==> config.mk <==
export PLATFORM = sky130hd
export DESIGN_NAME = i2s_master_ser
export DESIGN_NICKNAME = d
export VERILOG_FILES = /design/src/rtl/i2s_ser_pkg.sv /design/src/rtl/i2s_bclk_div.sv /design/src/rtl/i2s_slot_seq.sv /design/src/rtl/i2s_master_ser.sv
export SDC_FILE = /design/constraint.sdc
export NUM_CORES = 1
export LEC_CHECK = 0
export BUFFER_PORTS_ARGS = -buffer_cell sky130_fd_sc_hd__clkbuf_2
export CORE_MARGIN = 2
export CORE_UTILIZATION = 40
export DETAILED_ROUTE_END_ITERATION = 7
export PLACE_DENSITY = 0.65
export REMOVE_ABC_BUFFERS = 1
export SLEW_MARGIN = 40
export SYNTH_ARGS = -nofsm -noshare
export SYNTH_HDL_FRONTEND = slang
export SYNTH_HIERARCHICAL = 1
export SYNTH_SLANG_ARGS = --single-unit
==> constraint.sdc <==
create_clock -name clk -period 5.4 [get_ports clk]
set_clock_uncertainty 0.15 [all_clocks]
set_input_delay 1.35 -clock clk [delete_from_list [all_inputs] [get_ports clk]]
set_output_delay 1.35 -clock clk [all_outputs]
set_load 0.005 [all_outputs]
==> src/rtl/i2s_ser_pkg.sv <==
package i2s_ser_pkg;

    localparam int SER_WORD_W  = 32;
    localparam int SER_RATIO_W = 8;
    localparam int SER_RES_W   = 6;

    typedef enum logic {
        SEQ_IDLE = 1'b0,
        SEQ_RUN  = 1'b1
    } seq_state_e;

    // Effective slot length for a requested resolution.
    function automatic int slot_len(int res, int word_w);
        if (res == 0 || res > word_w) return word_w;
        if (res < 2) return 2;
        return res;
    endfunction

endpackage

==> src/rtl/i2s_bclk_div.sv <==
module i2s_bclk_div #(
    parameter int RATIO_W = 8
) (
    input  logic               clk,
    input  logic               rst,
    input  logic               run_i,
    input  logic               start_i,
    input  logic [RATIO_W-1:0] ratio_i,
    output logic               bclk_o,
    output logic               fall_o
);
    localparam int CNT_W = RATIO_W + 1;

    logic [RATIO_W-1:0] ratio_q;
    logic [CNT_W-1:0]   cnt_q;
    logic [CNT_W-1:0]   half_m1;
    logic               bclk_q;

    // Half period is ratio+2 cycles; terminal count is ratio+1.
    assign half_m1 = {1'b0, ratio_q} + CNT_W'(1);

    always_ff @(posedge clk) begin
        if (rst) begin
            ratio_q <= '0;
        end else if (start_i) begin
            ratio_q <= ratio_i;
        end
    end

    always_ff @(posedge clk) begin
        if (rst || !run_i) begin
            cnt_q  <= '0;
            bclk_q <= 1'b0;
        end else if (cnt_q == half_m1) begin
            cnt_q  <= '0;
            bclk_q <= ~bclk_q;
        end else begin
            cnt_q <= cnt_q + 1'b1;
        end
    end

    assign fall_o = run_i && bclk_q && (cnt_q == half_m1);
    assign bclk_o = bclk_q;

    // counter never passes the terminal value while running
    a_r1_cnt_bound: assert property (@(posedge clk) disable iff (rst)
        run_i |-> (cnt_q <= half_m1));

    // the bit clock only rises when the divider was running
    a_r1_rise_needs_run: assert property (@(posedge clk) disable iff (rst)
        $rose(bclk_q) |-> $past(run_i));

endmodule

==> src/rtl/i2s_slot_seq.sv <==
module i2s_slot_seq
    import i2s_ser_pkg::*;
#(
    parameter int WORD_W = 32,
    parameter int RES_W  = 6
) (
    input  logic              clk,
    input  logic              rst,
    input  logic              tx_en_i,
    input  logic [RES_W-1:0]  res_i,
    input  logic              fall_i,
    input  logic [WORD_W-1:0] fifo_data_i,
    input  logic              fifo_valid_i,
    output logic              fifo_ready_o,
    output logic              run_o,
    output logic              start_o,
    output logic              sd_o,
    output logic              ws_o
);
    localparam int PTR_W = $clog2(WORD_W);

    typedef struct packed {
        logic [WORD_W-1:0] word;
        logic [PTR_W-1:0]  bitptr;
        logic              chan;   // 0 left, 1 right
        logic              zero;   // slot belongs to the opening zero frame
    } slot_t;

    seq_state_e        state_q;
    slot_t             slot_q;
    logic [RES_W-1:0]  len_q;
    logic [RES_W-1:0]  res_len;
    logic [PTR_W-1:0]  top_ptr;
    logic [WORD_W-1:0] mask_w;
    logic [WORD_W-1:0] new_word;
    logic              sd_q;
    logic              ws_q;
    logic              last_bit;
    logic              frame_end;
    logic              stop;
    logic              load;
    logic              next_zero;

    assign res_len   = RES_W'(slot_len(int'(res_i), WORD_W));
    assign top_ptr   = PTR_W'(len_q - 1'b1);
    assign mask_w    = {WORD_W{1'b1}} >> (WORD_W - int'(len_q));

    assign start_o   = (state_q == SEQ_IDLE) && tx_en_i;
    assign run_o     = (state_q == SEQ_RUN);
    assign last_bit  = (slot_q.bitptr == '0);
    assign frame_end = run_o && fall_i && last_bit && slot_q.chan;
    assign stop      = frame_end && !tx_en_i;
    assign load      = run_o && fall_i && last_bit && !stop;
    // The zero frame covers its right slot and ends at the frame boundary.
    assign next_zero = slot_q.zero && !slot_q.chan;

    assign fifo_ready_o = load && !next_zero;
    assign new_word     = (fifo_ready_o && fifo_valid_i) ? (fifo_data_i & mask_w) : '0;

    always_ff @(posedge clk) begin
        if (rst) begin
            state_q <= SEQ_IDLE;
            slot_q  <= '0;
            len_q   <= RES_W'(WORD_W);
            sd_q    <= 1'b0;
            ws_q    <= 1'b0;
        end else begin
            case (state_q)
                SEQ_IDLE: begin
                    if (tx_en_i) begin
                        state_q       <= SEQ_RUN;
                        len_q         <= res_len;
                        slot_q.word   <= '0;
                        slot_q.bitptr <= PTR_W'(res_len - 1'b1);
                        slot_q.chan   <= 1'b0;
                        slot_q.zero   <= 1'b1;
                        sd_q          <= 1'b0;
                        ws_q          <= 1'b0;
                    end
                end
                SEQ_RUN: begin
                    if (stop) begin
                        state_q     <= SEQ_IDLE;
                        slot_q.chan <= 1'b0;
                        slot_q.zero <= 1'b0;
                        sd_q        <= 1'b0;
                        ws_q        <= 1'b0;
                    end else if (load) begin
                        slot_q.word   <= new_word;
                        slot_q.bitptr <= top_ptr;
                        slot_q.chan   <= ~slot_q.chan;
                        slot_q.zero   <= next_zero;
                        sd_q          <= new_word[top_ptr];
                    end else if (fall_i) begin
                        slot_q.bitptr <= slot_q.bitptr - 1'b1;
                        sd_q          <= slot_q.word[slot_q.bitptr - 1'b1];
                        if (slot_q.bitptr == PTR_W'(1)) begin
                            ws_q <= ~slot_q.chan;
                        end
                    end
                end
                default: state_q <= SEQ_IDLE;
            endcase
        end
    end

    assign sd_o = sd_q;
    assign ws_o = ws_q;

    // parked link keeps both data lines low
    a_r7_idle_low: assert property (@(posedge clk) disable iff (rst)
        (state_q == SEQ_IDLE) |-> (!ws_q && !sd_q));

endmodule

==> src/rtl/i2s_master_ser.sv <==
module i2s_master_ser
    import i2s_ser_pkg::*;
#(
    parameter int WORD_W  = SER_WORD_W,
    parameter int RATIO_W = SER_RATIO_W,
    parameter int RES_W   = SER_RES_W
) (
    input  logic               clk,
    input  logic               rst,
    input  logic               tx_en_i,
    input  logic [RATIO_W-1:0] ratio_i,
    input  logic [RES_W-1:0]   res_i,
    input  logic [WORD_W-1:0]  fifo_data_i,
    input  logic               fifo_valid_i,
    output logic               fifo_ready_o,
    output logic               bclk_o,
    output logic               ws_o,
    output logic               sd_o
);
    logic run_w;
    logic start_w;
    logic fall_w;

    i2s_bclk_div #(
        .RATIO_W (RATIO_W)
    ) u_div (
        .clk     (clk),
        .rst     (rst),
        .run_i   (run_w),
        .start_i (start_w),
        .ratio_i (ratio_i),
        .bclk_o  (bclk_o),
        .fall_o  (fall_w)
    );

    i2s_slot_seq #(
        .WORD_W (WORD_W),
        .RES_W  (RES_W)
    ) u_seq (
        .clk          (clk),
        .rst          (rst),
        .tx_en_i      (tx_en_i),
        .res_i        (res_i),
        .fall_i       (fall_w),
        .fifo_data_i  (fifo_data_i),
        .fifo_valid_i (fifo_valid_i),
        .fifo_ready_o (fifo_ready_o),
        .run_o        (run_w),
        .start_o      (start_w),
        .sd_o         (sd_o),
        .ws_o         (ws_o)
    );

    // word select moves only with a falling bit clock
    a_r2_ws_on_fall: assert property (@(posedge clk) disable iff (rst)
        !$stable(ws_o) |-> $fell(bclk_o));

    // serial data moves only with a falling bit clock
    a_r2_sd_on_fall: assert property (@(posedge clk) disable iff (rst)
        !$stable(sd_o) |-> $fell(bclk_o));

    // a pop strobe coincides with a falling bit-clock edge
    a_r5_ready_on_fall: assert property (@(posedge clk) disable iff (rst)
        fifo_ready_o |=> $fell(bclk_o));

endmodule

**Word level (Yosys, flattened, before mapping)**

Cells that the tools add are included.

- Bits in registers: 66
- Input bits: 50
- Output and inout port bits: 4
- Word-level logic and storage cells: 97

- $add $sub $neg: 6
- $lt $le $gt $ge: 4
- Equality and inequality tests: 11
- Shift operators: 1
- Mux-type cells: 33
- Bitwise logic cells: 4
- Reduce and logical (&&, ||, !) cells: 27

Operators by type and width:

| cell | number |
|---|---|
| 39-bit one-hot mux with 2 select lines | 1 |
| 32-bit two-way mux | 2 |
| 39-bit two-way mux | 1 |
| 37-bit two-way mux | 1 |
| 32-bit AND | 1 |
| 32-bit by 32-bit right shift with 32-bit output (first input constant) | 1 |
| 6-bit two-way mux | 4 |
| 1-bit two-way mux | 15 |
| 5-bit by 1-bit subtractor with 5-bit output (second input constant) | 3 |
| 5-bit by 6-bit < comparator with 1-bit output (second input constant) | 2 |
| 1-bit logical AND | 11 |
| 1-bit binary-select mux with 5-bit select | 2 |
| 5-bit two-way mux | 2 |
| 8-bit by 1-bit adder with 9-bit output (second input constant) | 1 |
| 9-bit by 1-bit adder with 9-bit output (second input constant) | 1 |
| 9-bit == test | 1 |
| 3-bit != test (second input constant) | 3 |
| 6-bit by 6-bit subtractor with 7-bit output (first input constant) | 1 |
| 6-bit greater-than comparator (second input constant) | 1 |
| 6-bit logical NOT | 1 |
| 6-bit by 2-bit < comparator with 1-bit output (second input constant) | 1 |
| 2-bit != test (second input constant) | 3 |
| 3-bit by 2-bit != test with 1-bit output (second input constant) | 2 |
| 1-bit one-hot mux with 2 select lines | 3 |
| 11 further kinds | 22 |

**Depth between registers and ports, before layout**

Gate-level depths: netlist of the first run.

- Depth after elaboration: 17
- Gate-level depth with buffers: 16
- Mapped depth without buffers: 13

**Modules after synthesis**

Netlist of the first run, hierarchy kept.

By module, submodules not included:

| module | instances | cells an instance | area each (um2) | seq. area each (um2) |
|---|---|---|---|---|
| i2s_slot_seq | 1 | 419 | 3405.8 | 960.9 |
| i2s_bclk_div | 1 | 111 | 991.0 | 360.3 |

**Least setup slack after synthesis of the first run**

No wires, ideal clock.

- Kind: reg-to-output
- Start point: register u_div.ratio_q[0]
- End point: output port fifo_ready_o
- Arrival: 2.822 ns
- Data required time: 3.900 ns
- Slack: 1.078 ns
- Stages on the path, launching flop included: 12
- Buffers on the path: 3
- Cells stage by stage: dfxtp_1 -> ha_1 -> clkbuf_2 -> nor4b_1 -> o221ai_1 -> a2111oi_2 -> buf_4 -> and3_1 -> and3_1 -> nand3_1 -> clkbuf_1 -> a21oi_1

- Word-level cells in the longest chain between the ends: 10

Ends and longest elaborated chain:

| element | line | RTL |
|---|---|---|
| start: declaration | i2s_bclk_div.sv:14 | `logic [RATIO_W-1:0] ratio_q;` |
| start signal: assignment | i2s_bclk_div.sv:26 | `ratio_q <= ratio_i;` |
| 8-bit by 1-bit adder with 9-bit output (*) | i2s_bclk_div.sv:20 | `assign half_m1 = {1'b0, ratio_q} + CNT_W'(1);` |
| 9-bit == test (*) | i2s_bclk_div.sv:42 | `assign fall_o = run_i && bclk_q && (cnt_q == half_m1);` |
| 1-bit logical AND (*) | i2s_bclk_div.sv:42 |  |
| named net fall_w | i2s_master_ser.sv:22 | `logic fall_w;` |
| 1-bit logical AND (*) (2 in series) | i2s_slot_seq.sv:51, i2s_slot_seq.sv:53 |  |
| 1-bit logical AND | i2s_slot_seq.sv:51 | `assign frame_end = run_o && fall_i && last_bit && slot_q.chan;` |
| 1-bit logical AND | i2s_slot_seq.sv:52 | `assign stop = frame_end && !tx_en_i;` |
| 1-bit logical NOT | i2s_slot_seq.sv:53 | `assign load = run_o && fall_i && last_bit && !stop;` |
| 1-bit logical AND (*) | i2s_slot_seq.sv:53 |  |
| 1-bit logical AND (*) | i2s_slot_seq.sv:57 | `assign fifo_ready_o = load && !next_zero;` |
| end: declaration | i2s_master_ser.sv:15 | `output logic fifo_ready_o,` |

The timed path passes the listed nets; every way through them passes the cells marked *.

**Worst setup path after layout of the first run**

Ends and elaborated chain as after synthesis.

==> flow_summary.yaml, run 1 <==
run_status:
  status: "completed"
power_and_ir_drop:
  p_leak_nw: 1.85
  power_switching_w: 0.000395
  swShare_pct: 31.9
  clkPwrFrac_pct: 36.1
  p_int_w: 0.000842
  power_frac_seq_pct: 42.1
  power.share.combinational_pct: 21.8
  power.density_nw_per_um2: 250
  ir_worst_vdd_uv: 96.8
yosys:
  synth.avg_cell_area_um2: 8.30
  synth_top_cell_by_area: "dfxtp_1"
  yosys.area_share.simple_pct: 23.0
  netlist_top_cells_count: "nor2_1, dfxtp_1, nand2_1, a21oi_1, o21ai_0"
  synthMuxAreaShare_pct: 9.99
  synthAdderAreaFrac_pct: 2.28
  synth_ff_type: "dfxtp_1"
  ys_types: 75
  async_flop_share_pct: 0
  synth_top_area_share_pct: 30.1
  synth_top_family_by_area: "simple AND/OR/NAND/NOR gates"
  ys_top_cells_by_area: "dfxtp_1, nor2_1, mux4_2, a32oi_1, mux2i_1"
  ys_warn_count: 6
  syn_area_um2: 4400
  synth_compound_area_share_pct: 22.6
  ys_seq_elements: 66
  synth_edf_count: 0
  synth_most_common_cell: "nor2_1"
  yosysSeqAreaShare_pct: 30.1
  synth_xor_area_share_pct: 6.18
  synthCells: 530
setup_path:
  cp-start-kind: "register"
  critical_path_arrival_ns: 3.28
  end_kind: "primary output"
  path_class: "register to primary output"
  required_ns: 3.90
  worst-path-max-fanout: 15
grt:
  grt_pass1_vias: 3904
  grt_max_degree: 58
  grt_usage_pct: 21.1
  grt-ovfl-total: 0
  grt_first_pass_wirelength_mm: 19.7
  antenna_found_initial: 0
final_layout:
  nNetsFinal: 623
  layout-drive-gt1-share_pct: 20.4
  antennaDiodeCount: 0
  syn2layout_area_growth_pct: 12.5
  final_util_pct: 45.8
sta:
  rsz0062_at_grt: "false"
  fmax_mhz: 209
  fin_crit_sh_pct: 88.5
  drv_slew: 0
  setup_slack_ns: 0.619
  hold_viol: 0
  fin_crit_ns: 4.78
  setup_viol: 0
  slew_headroom_pct: 46.6
  worst_slew_pin_slew_ns: 0.795
  tns_ns: 0
placement:
  io_buffer_count: 53
  pre_cts_ws_ns: 1.02
  hpwl_mm: 8.79
  finalWeightedCongestion: 0.906
floorplan:
  chipWidth_um: 109
  die_h_um: 109
  coreArea_um2: 10800
  initial_core_util_pct: 40.7
  dieArea_um2: 11800
  io_pins: 54
  rows: 38
clocking:
  cts-root-buf: "clkbuf_8"
  cts-hold-fix-buffers: 0
  cts_max_level: 3
  clk_latency_ns: 0.36
  ctsResizeCount: 0
  path_clk_slew_ns: 0.08
  postCtsSetupBuffers: 0
  clock_path_buffers: 2
  tritoncts: "done"
  cts_buffers: 9
  cts.sinks: 66
route:
  drt_iter0_drc: 296
  totalWireLength_mm: 12.2
  wire_per_inst_um: 17.2
  drcViolationCount: 0
  vias_per_cell: 5.83
  dr_total_vias: 4139
  ant_nets: 0
  first_pass_iters: 6
job:
  cap_violations: 0
worst_hold_path:
  hold_class: "register to register"
path summary, 6_finish.rpt:
kind | from | to | slack (ns) | cells after the start
worst min register to register | u_seq/slot_q[11]$_SDFFE_PP0P_ | u_seq/slot_q[11]$_SDFFE_PP0P_ | 0.30 | 2
worst min-delay path | u_seq/slot_q[11]$_SDFFE_PP0P_ | u_seq/slot_q[11]$_SDFFE_PP0P_ | 0.30 | 2
worst max register to register | u_div/ratio_q[0]$_SDFFE_PP0P_ | u_seq/sd_o$_SDFFE_PP0P_ | 1.01 | 16
worst max-delay path | u_div/ratio_q[0]$_SDFFE_PP0P_ | fifo_ready_o | 0.62 | 12
critical path, stage by stage (launching register included):
cell and delay [ns]:
dfxtp_1 0.45, ha_1 0.35, nand4_1 0.16, o21ai_0 0.18, o221ai_1 0.15, a2111oi_2 0.40
buf_4 0.25, and3_1 0.25, and3_1 0.21, nand3_1 0.08, buf_4 0.20, a21oi_1 0.12
clkbuf_2 0.12
layout make-up:
class,count,area [µm²]
clock buffers,11,151
clock inverters,5,62.6
fillers,1047,5840
inverters,18,67.6
multi-input cells,407,2830
flip-flops and latches,66,1320
well taps,140,175
repair buffers,63,340
logic make-up (layout without fill, tap and decap cells):
group | count (synthesis) | after routing
buffers and inverters | 57 | 97
XOR/XNOR | 28 | 28
flip-flops | 66 | 66
AND/OR/NAND/NOR | 203 | 203
AO/OA/AOI/OAI | 138 | 138
adder cells (fa/ha/maj) | 8 | 8
multiplexers | 30 | 30
per-layer routing:
layer / vias to the layer above / GRT usage [%] / part of all wire (%)
met2: 140 / 34.5 / 48
met5: - / 0 / 0
met3: 16 / 4.36 / 5.8
li1: 2006 / - / -
met1: 1977 / 27.8 / 44
met4: 0 / 7.23 / 1.6
cells in the final DEF (no fill, tap or decap), types with 11 or more instances in the layout:
cell type and instances:
inv_1 16, xnor2_1 14, nor2_1 74, clkbuf_2 53, o21ai_0 23, a32oi_1 22
mux4_2 11, a21oi_1 33, nand3_1 16, clkbuf_8 11, nand2_1 42, xor2_1 11
nor3_1 22, dfxtp_1 66, mux2i_1 18
power by group through the flow:
stage	combinational, W	sequential (W)	clock (W)
after floorplan	0.000170	0.000529	0
after global placement	0.000261	0.000530	0
after detailed placement	0.000264	0.000531	0
after CTS	0.000266	0.000519	0.000457
after global routing	0.000291	0.000522	0.000476
final	0.000270	0.000520	0.000447
state kept, by name (all words and copies together) (netlist names):
name,count
u_seq/slot_q,39
u_div/cnt_q,9
u_div/ratio_q,8
u_seq/len_q,6
u_div/bclk_o,1
u_seq/run_o,1
u_seq/sd_o,1
u_seq/ws_o,1
stage by stage:
stage	hold slack [ns]	total power (W)	cell area, µm²	instances
floorplan	0.273	0.000699	4210	491
detailed placement	0.299	0.000795	4730	694
global placement	0.290	0.000791	4720	694
global route	0.317	0.00129	4950	710
CTS	0.308	0.00124	4950	710
finish	0.303	0.00124	4950	710
No activity file was read; power rests on OpenSTA's default activity.
==> run 2, diff against run 1 <==
--- a/config.mk
+++ b/config.mk
@@ -5,11 +5,12 @@
 export SDC_FILE = /design/constraint.sdc
 export NUM_CORES = 1
 export LEC_CHECK = 0
+export ABC_AREA = 1
 export BUFFER_PORTS_ARGS = -buffer_cell sky130_fd_sc_hd__clkbuf_2
 export CORE_MARGIN = 2
 export CORE_UTILIZATION = 40
 export DETAILED_ROUTE_END_ITERATION = 7
-export PLACE_DENSITY = 0.65
+export PLACE_DENSITY = 0.64
 export REMOVE_ABC_BUFFERS = 1
 export SLEW_MARGIN = 40
 export SYNTH_ARGS = -nofsm -noshare
==> flow_summary.yaml, run 2 <==
setup_path:
  worst-path-max-fanout: 5
  end_kind: "primary output"
  cp-start-kind: "register"
  rr_worst_depth: 23
  cp_slowest_cell: "dfxtp_1"
  crit_top_cell: "nand3_1"
  rr_endpoint: "u_seq/sd_o$_SDFFE_PP0P_"
  path_class: "register to primary output"
  critical_path_arrival_ns: 2.63
  reg2reg_slack_ns: 1.70
  cp_slowest_stage_delay_ns: 0.38
  required_ns: 3.90
  r2r_start: "u_div/ratio_q[0]$_SDFFE_PP0P_"
  crit_chain: "ha_1 > nand3_1 > nor2_2 > nand2_1 > nand3_1 > nand2_1 > nor2_2 > nand3_1 > nor2_1 > nand3_2 > nor2_4 > o211ai_2 > inv_1 > clkbuf_2"
worst_hold_path:
  hold_class: "register to register"
  whs_path_depth: 2
  min_to: "u_seq/slot_q[33]$_SDFFE_PP0P_"
  hp-start: "u_seq/slot_q[33]$_SDFFE_PP0P_"
clocking:
  cts-root-buf: "clkbuf_16"
  clock_path_buffers: 2
  cts_buffers: 9
  cts-hold-fix-buffers: 0
  path_clk_slew_ns: 0.06
  ctsResizeCount: 0
  clk_latency_ns: 0.34
  cts_max_level: 3
  postCtsSetupBuffers: 0
  cts.sinks: 66
  tritoncts: "done"
sta:
  fin_crit_sh_pct: 76.5
  drv_slew: 0
  whs_ns: 0.314
  worst_slew_pin_slew_ns: 0.799
  fin_crit_ns: 4.13
  setup_viol: 0
  fmax_mhz: 242
  tns_ns: 0
  slew_headroom_pct: 46.4
  hold_viol: 0
  rsz0062_at_grt: "false"
yosys:
  synth_top_area_share_pct: 29.3
  synthAdderAreaFrac_pct: 2.22
  ys_top_cells_by_area: "dfxtp_1, nand2_1, a21oi_1, inv_1, nand3_1"
  synthMuxAreaShare_pct: 0
  ys_warn_count: 6
  synthCells: 697
  synth_most_common_cell: "nand2_1"
  synth_compound_area_share_pct: 16.1
  ys_types: 42
  yosys.area_share.simple_pct: 38.8
  synth_top_family_by_area: "simple AND/OR/NAND/NOR gates"
  async_flop_share_pct: 0
  synth_ff_type: "dfxtp_1"
  yosysSeqAreaShare_pct: 29.3
  synth_top_cell_by_area: "dfxtp_1"
  synth_xor_area_share_pct: 2.72
  syn_area_um2: 4520
  netlist_top_cells_count: "nand2_1, inv_1, a21oi_1, nor2_1, dfxtp_1"
  ys_seq_elements: 66
  synth.avg_cell_area_um2: 6.48
  synth_edf_count: 0
power_and_ir_drop:
  power.density_nw_per_um2: 297
  p_leak_nw: 2.25
  ir_worst_vdd_uv: 119
final_layout:
  final.fill_count: 1151
  multi_input_area_um2: 2700
  largest_reg_flops: 39
  mostFrequentLayoutCells: "nand2_1, inv_1, a21oi_1"
  nNetsFinal: 798
  largestRegisters: "u_seq/slot_q: 39 flops, u_div/cnt_q: 9 flops, u_div/ratio_q: 8 flops"
  syn2layout_area_growth_pct: 12.6
  regArea_um2: 1320
  final_common_cell: "nand2_1"
  top_register: "u_seq/slot_q"
  antennaDiodeCount: 0
  layout-drive-gt1-share_pct: 16.7
grt:
  grt_pass1_vias: 4312
  grt_usage_pct: 22.3
  grt_max_degree: 35
  antenna_found_initial: 0
  grt_first_pass_wirelength_mm: 20.8
  grt-ovfl-total: 0
floorplan:
  dieArea_um2: 12200
  rows: 38
  io_pins: 54
  initial_core_util_pct: 41.3
  die_h_um: 110
  coreArea_um2: 10900
  chipWidth_um: 110
placement:
  finalWeightedCongestion: 0.912
  hpwl_mm: 9.69
  io_buffer_count: 53
route:
  wire_per_inst_um: 14.6
  first_pass_iters: 5
  drt_iter0_drc: 423
  drcViolationCount: 0
  ant_nets: 0
  vias_per_cell: 5.33
  totalWireLength_mm: 12.9
  dr_total_vias: 4714
run_status:
  status: "completed"
job:
  cap_violations: 0
run 2: changes by cell type after synthesis, sizes merged, moves of 6 or more:
cell    previous run  this run
inv               16        81
clkbuf            23         5
nand2             42       200
a21oi             34        75
nor3              23         4
xnor2             16         5
nand4              4        16
mux4              11         0
a32oi             22         1
nor2              75        87
nand3             17        64
mux2i             18         0
nor3b              7         0
nor2b              6         0
run 2: area by class of cell:
type / instances / area share (%)
tap: 140 / 3.44
timing repair buffer: 56 / 5.66
inverter: 83 / 6.13
clock buffer: 12 / 4.85
clock inverter: 3 / 0.787
sequential: 66 / 26.0
multi-input combinational: 524 / 53.2
run 2: cell families (layout without fill, tap and decap cells):
family,after synthesis,count (layout)
adder cells (fa/ha/maj),8,8
buffers and inverters,107,154
XOR/XNOR,14,14
AND/OR/NAND/NOR,374,374
flip-flops,66,66
AO/OA/AOI/OAI,128,128
run 2: worst max-delay path by stage:
stage,startpoint,end,slack (ns)
6_report,u_div/ratio_q[0]$_SDFFE_PP0P_,fifo_ready_o,1.27
3_3_place_gp,u_div/ratio_q[0]$_SDFFE_PP0P_,fifo_ready_o,1.68
2_1_floorplan,u_div/ratio_q[0]$_SDFFE_PP0P_,fifo_ready_o,2.01
3_5_place_dp,u_div/ratio_q[0]$_SDFFE_PP0P_,fifo_ready_o,1.63
5_1_grt,u_div/ratio_q[0]$_SDFFE_PP0P_,fifo_ready_o,1.05
4_1_cts,u_div/ratio_q[0]$_SDFFE_PP0P_,fifo_ready_o,1.25
run 2: stage by stage:
stage	utilization, %	area, µm²	power, W	setup WS, ns	cells
global placement	43.9	4800	0.000927	1.68	869
floorplan	-	4340	0.000809	2.01	673
detailed placement	43.9	4800	0.000934	1.63	869
global route	46.5	5090	0.00159	1.05	884
finish	46.5	5090	0.00151	1.27	884
CTS	46.5	5090	0.00151	1.25	884
run 2: worst max-delay path, delay by kind of cell (launching register included):
kind	cells	cell delay (ns)
adders and majority gates	1	0.22
buffers and inverters	2	0.30
AOI/OAI and AO/OA	1	0.13
DFF	1	0.38
and+or+nand+nor	10	1.26
run 2: metal layers:
layer  track usage (%)  vias to the layer above  routed length, µm
met5                 0                        -                  0
met4              5.45                        0                147
met3              4.88                       16                847
met2              37.2                      163               6140
met1              29.2                     2177               5810
li1                  -                     2358                  -
run 2: report_power, final:
| group | switching, W | internal, W |
|---|---|---|
| clock network | 0.000215 | 0.000366 |
| registers | 0.0000239 | 0.000502 |
| logic | 0.000276 | 0.000129 |
